### src/rtl/flag_gen_pkg.sv
package flag_gen_pkg;
  localparam int NUM_SIZES = 4;

  typedef struct packed {
    logic [NUM_SIZES-1:0] sizeSel;
    logic updCf;
    logic updPf;
    logic updAf;
    logic updZf;
    logic updSf;
    logic updOf;
    logic updEcf;
    logic updEzf;
  } flagStrobes_t;
endpackage

### src/rtl/flag_ctrl.sv
module flag_ctrl
  import flag_gen_pkg::*;
#(
  parameter int FLAG_W  = 64,
  parameter int CF_POS  = 0,
  parameter int PF_POS  = 2,
  parameter int AF_POS  = 4,
  parameter int ZF_POS  = 6,
  parameter int SF_POS  = 7,
  parameter int OF_POS  = 11,
  parameter int ECF_POS = 16,
  parameter int EZF_POS = 17
) (
  input  logic [1:0]        sizeCode,
  input  logic [FLAG_W-1:0] flagMask,
  output flagStrobes_t      strobes
);
  always_comb begin
    strobes.sizeSel = '0;
    strobes.sizeSel[sizeCode] = 1'b1;
    strobes.updCf  = flagMask[CF_POS];
    strobes.updPf  = flagMask[PF_POS];
    strobes.updAf  = flagMask[AF_POS];
    strobes.updZf  = flagMask[ZF_POS];
    strobes.updSf  = flagMask[SF_POS];
    strobes.updOf  = flagMask[OF_POS];
    strobes.updEcf = flagMask[ECF_POS];
    strobes.updEzf = flagMask[EZF_POS];
  end
endmodule

### src/rtl/flag_calc.sv
module flag_calc
  import flag_gen_pkg::*;
#(
  parameter int DATA_W  = 64,
  parameter int FLAG_W  = 64,
  parameter int CF_POS  = 0,
  parameter int PF_POS  = 2,
  parameter int AF_POS  = 4,
  parameter int ZF_POS  = 6,
  parameter int SF_POS  = 7,
  parameter int OF_POS  = 11,
  parameter int ECF_POS = 16,
  parameter int EZF_POS = 17
) (
  input  logic [FLAG_W-1:0] oldFlags,
  input  logic [FLAG_W-1:0] flagMask,
  input  logic [DATA_W-1:0] result,
  input  logic [DATA_W-1:0] src1,
  input  logic [DATA_W-1:0] src2,
  input  flagStrobes_t      strobes,
  output logic [FLAG_W-1:0] newFlags
);
  localparam int NIB_TOP = 3;

  logic [NUM_SIZES-1:0] laneTopD, laneTopA, laneTopB, laneZero;

  for (genvar g = 0; g < NUM_SIZES; g++) begin : gLane
    localparam int LW = 8 << g;
    assign laneTopD[g] = result[LW-1];
    assign laneTopA[g] = src1[LW-1];
    assign laneTopB[g] = src2[LW-1];
    assign laneZero[g] = ~|result[LW-1:0];
  end

  logic topD, topA, topB, isZero, carryTop, nibCarry, oddLow, overflow;

  always_comb begin
    topD     = |(laneTopD & strobes.sizeSel);
    topA     = |(laneTopA & strobes.sizeSel);
    topB     = |(laneTopB & strobes.sizeSel);
    isZero   = |(laneZero & strobes.sizeSel);
    carryTop = (topA & topB) | ((topA | topB) & ~topD);
    nibCarry = (src1[NIB_TOP] & src2[NIB_TOP]) |
               ((src1[NIB_TOP] | src2[NIB_TOP]) & ~result[NIB_TOP]);
    oddLow   = ^result[7:0];
    overflow = (topA == topB) && (topD != topA);
  end

  always_comb begin
    newFlags = oldFlags & ~flagMask;
    if (strobes.updCf  && carryTop) newFlags[CF_POS]  = 1'b1;
    if (strobes.updPf  && !oddLow)  newFlags[PF_POS]  = 1'b1;
    if (strobes.updAf  && nibCarry) newFlags[AF_POS]  = 1'b1;
    if (strobes.updZf  && isZero)   newFlags[ZF_POS]  = 1'b1;
    if (strobes.updSf  && topD)     newFlags[SF_POS]  = 1'b1;
    if (strobes.updOf  && overflow) newFlags[OF_POS]  = 1'b1;
    if (strobes.updEcf && carryTop) newFlags[ECF_POS] = 1'b1;
    if (strobes.updEzf && isZero)   newFlags[EZF_POS] = 1'b1;
  end
endmodule

### src/rtl/flag_gen.sv
module flag_gen
  import flag_gen_pkg::*;
#(
  parameter int DATA_W  = 64,
  parameter int FLAG_W  = 64,
  parameter int CF_POS  = 0,
  parameter int PF_POS  = 2,
  parameter int AF_POS  = 4,
  parameter int ZF_POS  = 6,
  parameter int SF_POS  = 7,
  parameter int OF_POS  = 11,
  parameter int ECF_POS = 16,
  parameter int EZF_POS = 17
) (
  input  logic [FLAG_W-1:0] oldFlags,
  input  logic [FLAG_W-1:0] flagMask,
  input  logic [DATA_W-1:0] result,
  input  logic [DATA_W-1:0] src1,
  input  logic [DATA_W-1:0] src2,
  input  logic [1:0]        sizeCode,
  output logic [FLAG_W-1:0] newFlags
);
  flagStrobes_t strobes;

  flag_ctrl #(
    .FLAG_W(FLAG_W), .CF_POS(CF_POS), .PF_POS(PF_POS), .AF_POS(AF_POS),
    .ZF_POS(ZF_POS), .SF_POS(SF_POS), .OF_POS(OF_POS),
    .ECF_POS(ECF_POS), .EZF_POS(EZF_POS)
  ) uCtrl (
    .sizeCode(sizeCode),
    .flagMask(flagMask),
    .strobes(strobes)
  );

  flag_calc #(
    .DATA_W(DATA_W), .FLAG_W(FLAG_W), .CF_POS(CF_POS), .PF_POS(PF_POS),
    .AF_POS(AF_POS), .ZF_POS(ZF_POS), .SF_POS(SF_POS), .OF_POS(OF_POS),
    .ECF_POS(ECF_POS), .EZF_POS(EZF_POS)
  ) uCalc (
    .oldFlags(oldFlags),
    .flagMask(flagMask),
    .result(result),
    .src1(src1),
    .src2(src2),
    .strobes(strobes),
    .newFlags(newFlags)
  );
endmodule

### config.mk
export PLATFORM = sky130hd
export DESIGN_NAME = flag_gen
export DESIGN_NICKNAME = d
export VERILOG_FILES = /design/src/rtl/flag_gen_pkg.sv /design/src/rtl/flag_ctrl.sv /design/src/rtl/flag_calc.sv /design/src/rtl/flag_gen.sv
export SDC_FILE = /design/constraint.sdc
export NUM_CORES = 1
export LEC_CHECK = 0
export BUFFER_PORTS_ARGS = -buffer_cell sky130_fd_sc_hd__buf_2
export CELL_PAD_IN_SITES_DETAIL_PLACEMENT = 1
export CELL_PAD_IN_SITES_GLOBAL_PLACEMENT = 1
export CORE_AREA = 4 4 146 148
export DETAILED_ROUTE_END_ITERATION = 16
export DIE_AREA = 0 0 150 152
export PLACE_DENSITY = 0.73
export SETUP_SLACK_MARGIN = 0.1
export SYNTH_ARGS = -nofsm -noshare
export SYNTH_HDL_FRONTEND = slang
export SYNTH_SLANG_ARGS = --single-unit
### constraint.sdc
create_clock -name vclk -period 1.55
set_clock_uncertainty 0.15 [all_clocks]
set_input_delay 0.0775 -clock vclk [all_inputs]
set_output_delay 0.0775 -clock vclk [all_outputs]
set_load 0.005 [all_outputs]
==> results.cfg, run 1 <==
[run_status]
outcome = complete, but fails checks
violations = setup timing

[final_layout]
drive_above_1_share_pct = 76.3
fin_nets = 731
n_fill_cell = 2516
clock_buffers = 0
multi_input_area_um2 = 942
nFlopsAndLatches = 0
ff_latch_area_um2 = 0
antennaDiodeCount = 0
final_core_util_pct = 14.0
area_growth_pct = 224

[sta]
tightestPinTransition_ns = 0.352
finalWorstSetupSlack_ns = -0.222
fmax_ghz = 0.564
setup_viol = 6
relSlewSlack_pct = 76.3
rsz0062_at_grt = yes
final-max-slew-violation-count = 0
final_hold_viol_count = 0
timing.final.crit_share_pct = 114
layout_min_cycle_time_ns = 1.77

[die]
die-width_um = 150
die_area_um2 = 22800
std_cell_rows = 52
start_util_pct = 4.31
io-pin-count = 386
core_um2 = 20000
dieHeight_um = 152

[routing]
avgViaCountPerCell = 3.02
num_vias = 2029
drt-total-wl_um = 7090
ant_nets = 0
drc = 0
drtIter0Drc = 22
dr.pass1.iters = 2
wl_per_cell_um = 10.6

[logic_synthesis]
ys_warn_count = 0
netlist_top_cells_area = nor2b_1 (41%), ha_1 (8.7%), mux4_2 (7.8%)
synth-seq-area-share_pct = 0
syn_nets = 450
netlist_area_um2 = 865
synth_compound_area_share_pct = 4.63
synth-simple-area-share_pct = 63.2
muxShareOfSynthArea_pct = 13.0
yosys.area.top_type_share_pct = 40.5
netlist_top_cells_count = nor2b_1 (56), inv_1 (12), nor4_1 (10)
synth_top_family_by_area = simple AND/OR/NAND/NOR gates
synth_xor_area_share_pct = 4.05
netlist_instances = 122
ys_types = 21
yosysMostFrequentCell = nor2b_1
synthAdderAreaFrac_pct = 9.84
synth.avg_cell_area_um2 = 7.09
yosysTopAreaCell = nor2b_1

[placed_design]
dp_hpwl_um = 6810
port_buffers = 268
gp_congestion = 0.692
pre_cts_slack_ns = -0.282

[power_and_ir_drop]
power_density_nw_per_um2 = 237
ir_drop_mv = 0.0980
power_leakage_uw = 0.00153

[setup_path]
start_kind = input pin
crit_required_ns = 1.32
path_class = input pin to output port
endpoint_kind = output port
critPathArrivalTime_ns = 1.54
slowest_delay_ns = 0.57
cp_cell_sequence = buf_6, or4_4, nor4_4, nand3_1, o221ai_2, buf_2
critPathMaxFanout = 2
slowest_stage = or4_4

[min_path]
min-delay-path-class = input pin to output port
hold_start = flagMask[58]
holdPathStages = 3
hold_end = newFlags[58]

[flow_run]
max_cap_viol_count = 0

[global_route]
first_global_vias = 2028
grt_max_degree = 4
grt_pass1_wl_um = 9620
antenna_found_initial = 2
grt_use_total_pct = 5.18
grt_overflow = 0

[clocking]
cts_hold_buffers = 0
post-cts-setup-buffers = 0
## per-stage QoR
step	TNS (ns)	instance area, µm²	hold WS [ns]	std cells	total power, µW
after global routing	-1.07	2800	0.230	671	738
after global placement	-1.05	2630	0.220	671	578
after detailed placement	-1.18	2630	0.223	671	596
final	-0.679	2800	0.221	671	664
after floorplan	0	865	0.0352	122	178
after CTS	-0.836	2740	0.224	671	651
## worst max-delay path by stage
stage	depth (start not counted)	end	slack (ns)	start
after floorplan	4	newFlags[17]	0.15	result[13]
final	6	newFlags[17]	-0.22	result[14]
after detailed placement	6	newFlags[6]	-0.28	result[13]
after global routing	6	newFlags[6]	-0.31	result[14]
after global placement	6	newFlags[6]	-0.27	result[13]
after CTS	6	newFlags[6]	-0.25	result[14]
## power breakdown
| part | total [µW] | switching (µW) | leakage, µW | internal (µW) |
|---|---|---|---|---|
| Sequential | 0 | 0 | 0 | 0 |
| Clock | 0 | 0 | 0 | 0 |
| Combinational | 664 | 241 | 0.00153 | 423 |
| Total | 664 | 241 | 0.00153 | 423 |
## cell usage in the layout (no fill, tap or decap), drive strengths merged
cell    instances
a21oi           2
and4b           1
buf           279
ha              6
inv            12
maj3            1
mux2            4
mux4            3
nand2b          1
nand3           4
nand4           3
nor2            6
nor2b          56
nor3            1
nor4           11
o21a            1
o21ai           1
o221ai          2
or4             3
xnor2           4
## area by class of cell
cell class	count	share of cell area, %
timing repair buffer	279	52.7
multi-input combinational	110	33.6
tap	270	12.0
inverter	12	1.61
## cells by family (layout without fill, tap and decap cells)
family,count (synthesis),count (layout)
muxes,7,7
buffers and inverters,12,291
adders and majority gates,7,7
and+or+nand+nor,86,86
AOI/OAI and AO/OA,6,6
xor gates and xnor gates,4,4
## layer usage
metal	wire length [µm]	part of all wire, %	GRT usage (%)
met1	2140	30	4.86
met2	4010	57	11.6
met3	914	13	1.10
met4	3	0.042	0
met5	21	0.30	0
## critical path: cells and delay by family
kind | cells | cell delay, ns
compound gates | 1 | 0.16
buf+inv | 2 | 0.23
simple gates | 3 | 1.08
## timing repair
action                                  CTS  global route
endpoints found under the setup margin    7             7
cloned                                    0             0
pin swaps                                13            10
gates resized for setup                  23            11
Power figures use the tool's default switching activity.
==> run 2: changes to the inputs <==
==> constraint.sdc (replaced) <==
create_clock -name vclk -period 1.55
set_clock_uncertainty 0.15 [all_clocks]
set_input_delay 0.0775 -clock vclk [all_inputs]
set_output_delay 0.0775 -clock vclk [all_outputs]
set_load 0.05 [all_outputs]
==> results.cfg, run 2 (synthesized netlist as in run 1, its figures left out) <==
[global_route]
grt_overflow = 0
grt_pass1_wl_um = 10300
grt_use_total_pct = 5.51
first_global_vias = 2269
antenna_found_initial = 1
grt_max_degree = 5

[run_status]
outcome = complete, but fails checks
violations = setup timing

[setup_path]
cpMostUsedCell = buf_6
slowest_stage = or4_4
path_class = input pin to output port
cp_cell_sequence = buf_6, or4_4, nor4_4, buf_4, nand3_4, o221ai_4, buf_6
crit_required_ns = 1.32
crit_buf_inv = 3
endpoint_kind = output port
slowest_delay_ns = 0.57
critPathArrivalTime_ns = 1.60
cp_top_family = simple AND/OR/NAND/NOR gates
start_kind = input pin
critPathMaxFanout = 2

[flow_run]
max_cap_viol_count = 0

[die]
std_cell_rows = 52
die-width_um = 150
start_util_pct = 4.31
core_um2 = 20000
die_area_um2 = 22800
dieHeight_um = 152
io-pin-count = 386

[sta]
tightestPinTransition_ns = 0.343
final-max-slew-violation-count = 0
layout_min_cycle_time_ns = 1.83
final_hold_viol_count = 0
rsz0062_at_grt = yes
fin_setup_tns_ns = -0.999
fmax_ghz = 0.547
finalWorstSetupSlack_ns = -0.278
hold_ws_ns = 0.307
setup_viol = 6
relSlewSlack_pct = 77.1
timing.final.crit_share_pct = 118

[power_and_ir_drop]
power_density_nw_per_um2 = 364
power_leakage_uw = 0.00156
power.share.sequential_pct = 0
power_frac_clock_pct = 0
combPwrFrac_pct = 100.0
intPower_uw = 456
swShare_pct = 57.0
power.switching_uw = 605
ir_drop_mv = 0.201

[placed_design]
pre_cts_slack_ns = -0.451
dp_cells = 670
dp_hpwl_um = 6980
port_buffers = 268
gp_congestion = 0.675

[routing]
num_vias = 2028
maxUsedRoutingLayer = met5
ant_nets = 0
drc = 0
wl_met2_um = 4070
wl_met1_um = 2310
avgViaCountPerCell = 3.02
drtIter0Drc = 38
dr.pass1.iters = 3
wl_per_cell_um = 11.1
drt-total-wl_um = 7450
met3_length_um = 1000

[min_path]
min-delay-path-class = input pin to output port

[final_layout]
clock_buffers = 0
antennaDiodeCount = 0
fin_nets = 732
nFlopsAndLatches = 0
layout.cells.most_common = buf_2
n_fill_cell = 2523
area_growth_pct = 237
final_cell_mix = buf_2 (256), nor2b_1 (56), buf_4 (12)
drive_above_1_share_pct = 77.1
stdcell_count = 672
ff_latch_area_um2 = 0

[clocking]
cts_hold_buffers = 0
==> run 2: layer usage <==
| metal | GRT usage (%) | vias up |
|---|---|---|
| met1 | 5.11 | 892 |
| li1 | - | 985 |
| met3 | 1.49 | 6 |
| met2 | 12.0 | 143 |
| met4 | 0.349 | 2 |
| met5 | 0 | - |
==> run 2: final timing paths <==
kind / start / depth (start not counted) / slack [ns] / to
hold / removal: flagMask[48] / 3 / 0.31 / newFlags[48]
setup / recovery: result[15] / 7 / -0.28 / newFlags[17]
==> run 2: power by group through the flow <==
stage               Clock, µW  Sequential, µW  Combinational, µW
floorplan                   0               0                552
global placement            0               0                939
detailed placement          0               0                956
CTS                         0               0               1050
global route                0               0               1130
finish                      0               0               1060
==> run 2: area by class of cell <==
| class | instances | area [µm²] | area share (%) |
|---|---|---|---|
| Timing Repair Buffer | 280 | 1520 | 52.2 |
| Multi-Input combinational cell | 110 | 1010 | 34.7 |
| Tap cell | 270 | 338 | 11.6 |
| Inverter | 12 | 45.0 | 1.54 |
==> run 2: metrics by stage <==
stage                     area, µm²  power [µW]  utilization (%)
after global routing           2920        1130             14.6
after floorplan                 928         552                -
after CTS                      2870        1050             14.3
after global placement         2680         939             13.4
final                          2920        1060             14.6
after detailed placement       2680         956             13.4
==> run 2: repair_timing <==
action | in CTS | in global routing
endpoints found under the setup margin | 7 | 7
gates resized for setup | 42 | 5
endpoints found under the hold margin | 0 | 0
pin swaps | 11 | 6
buffers inserted | 1 | 1
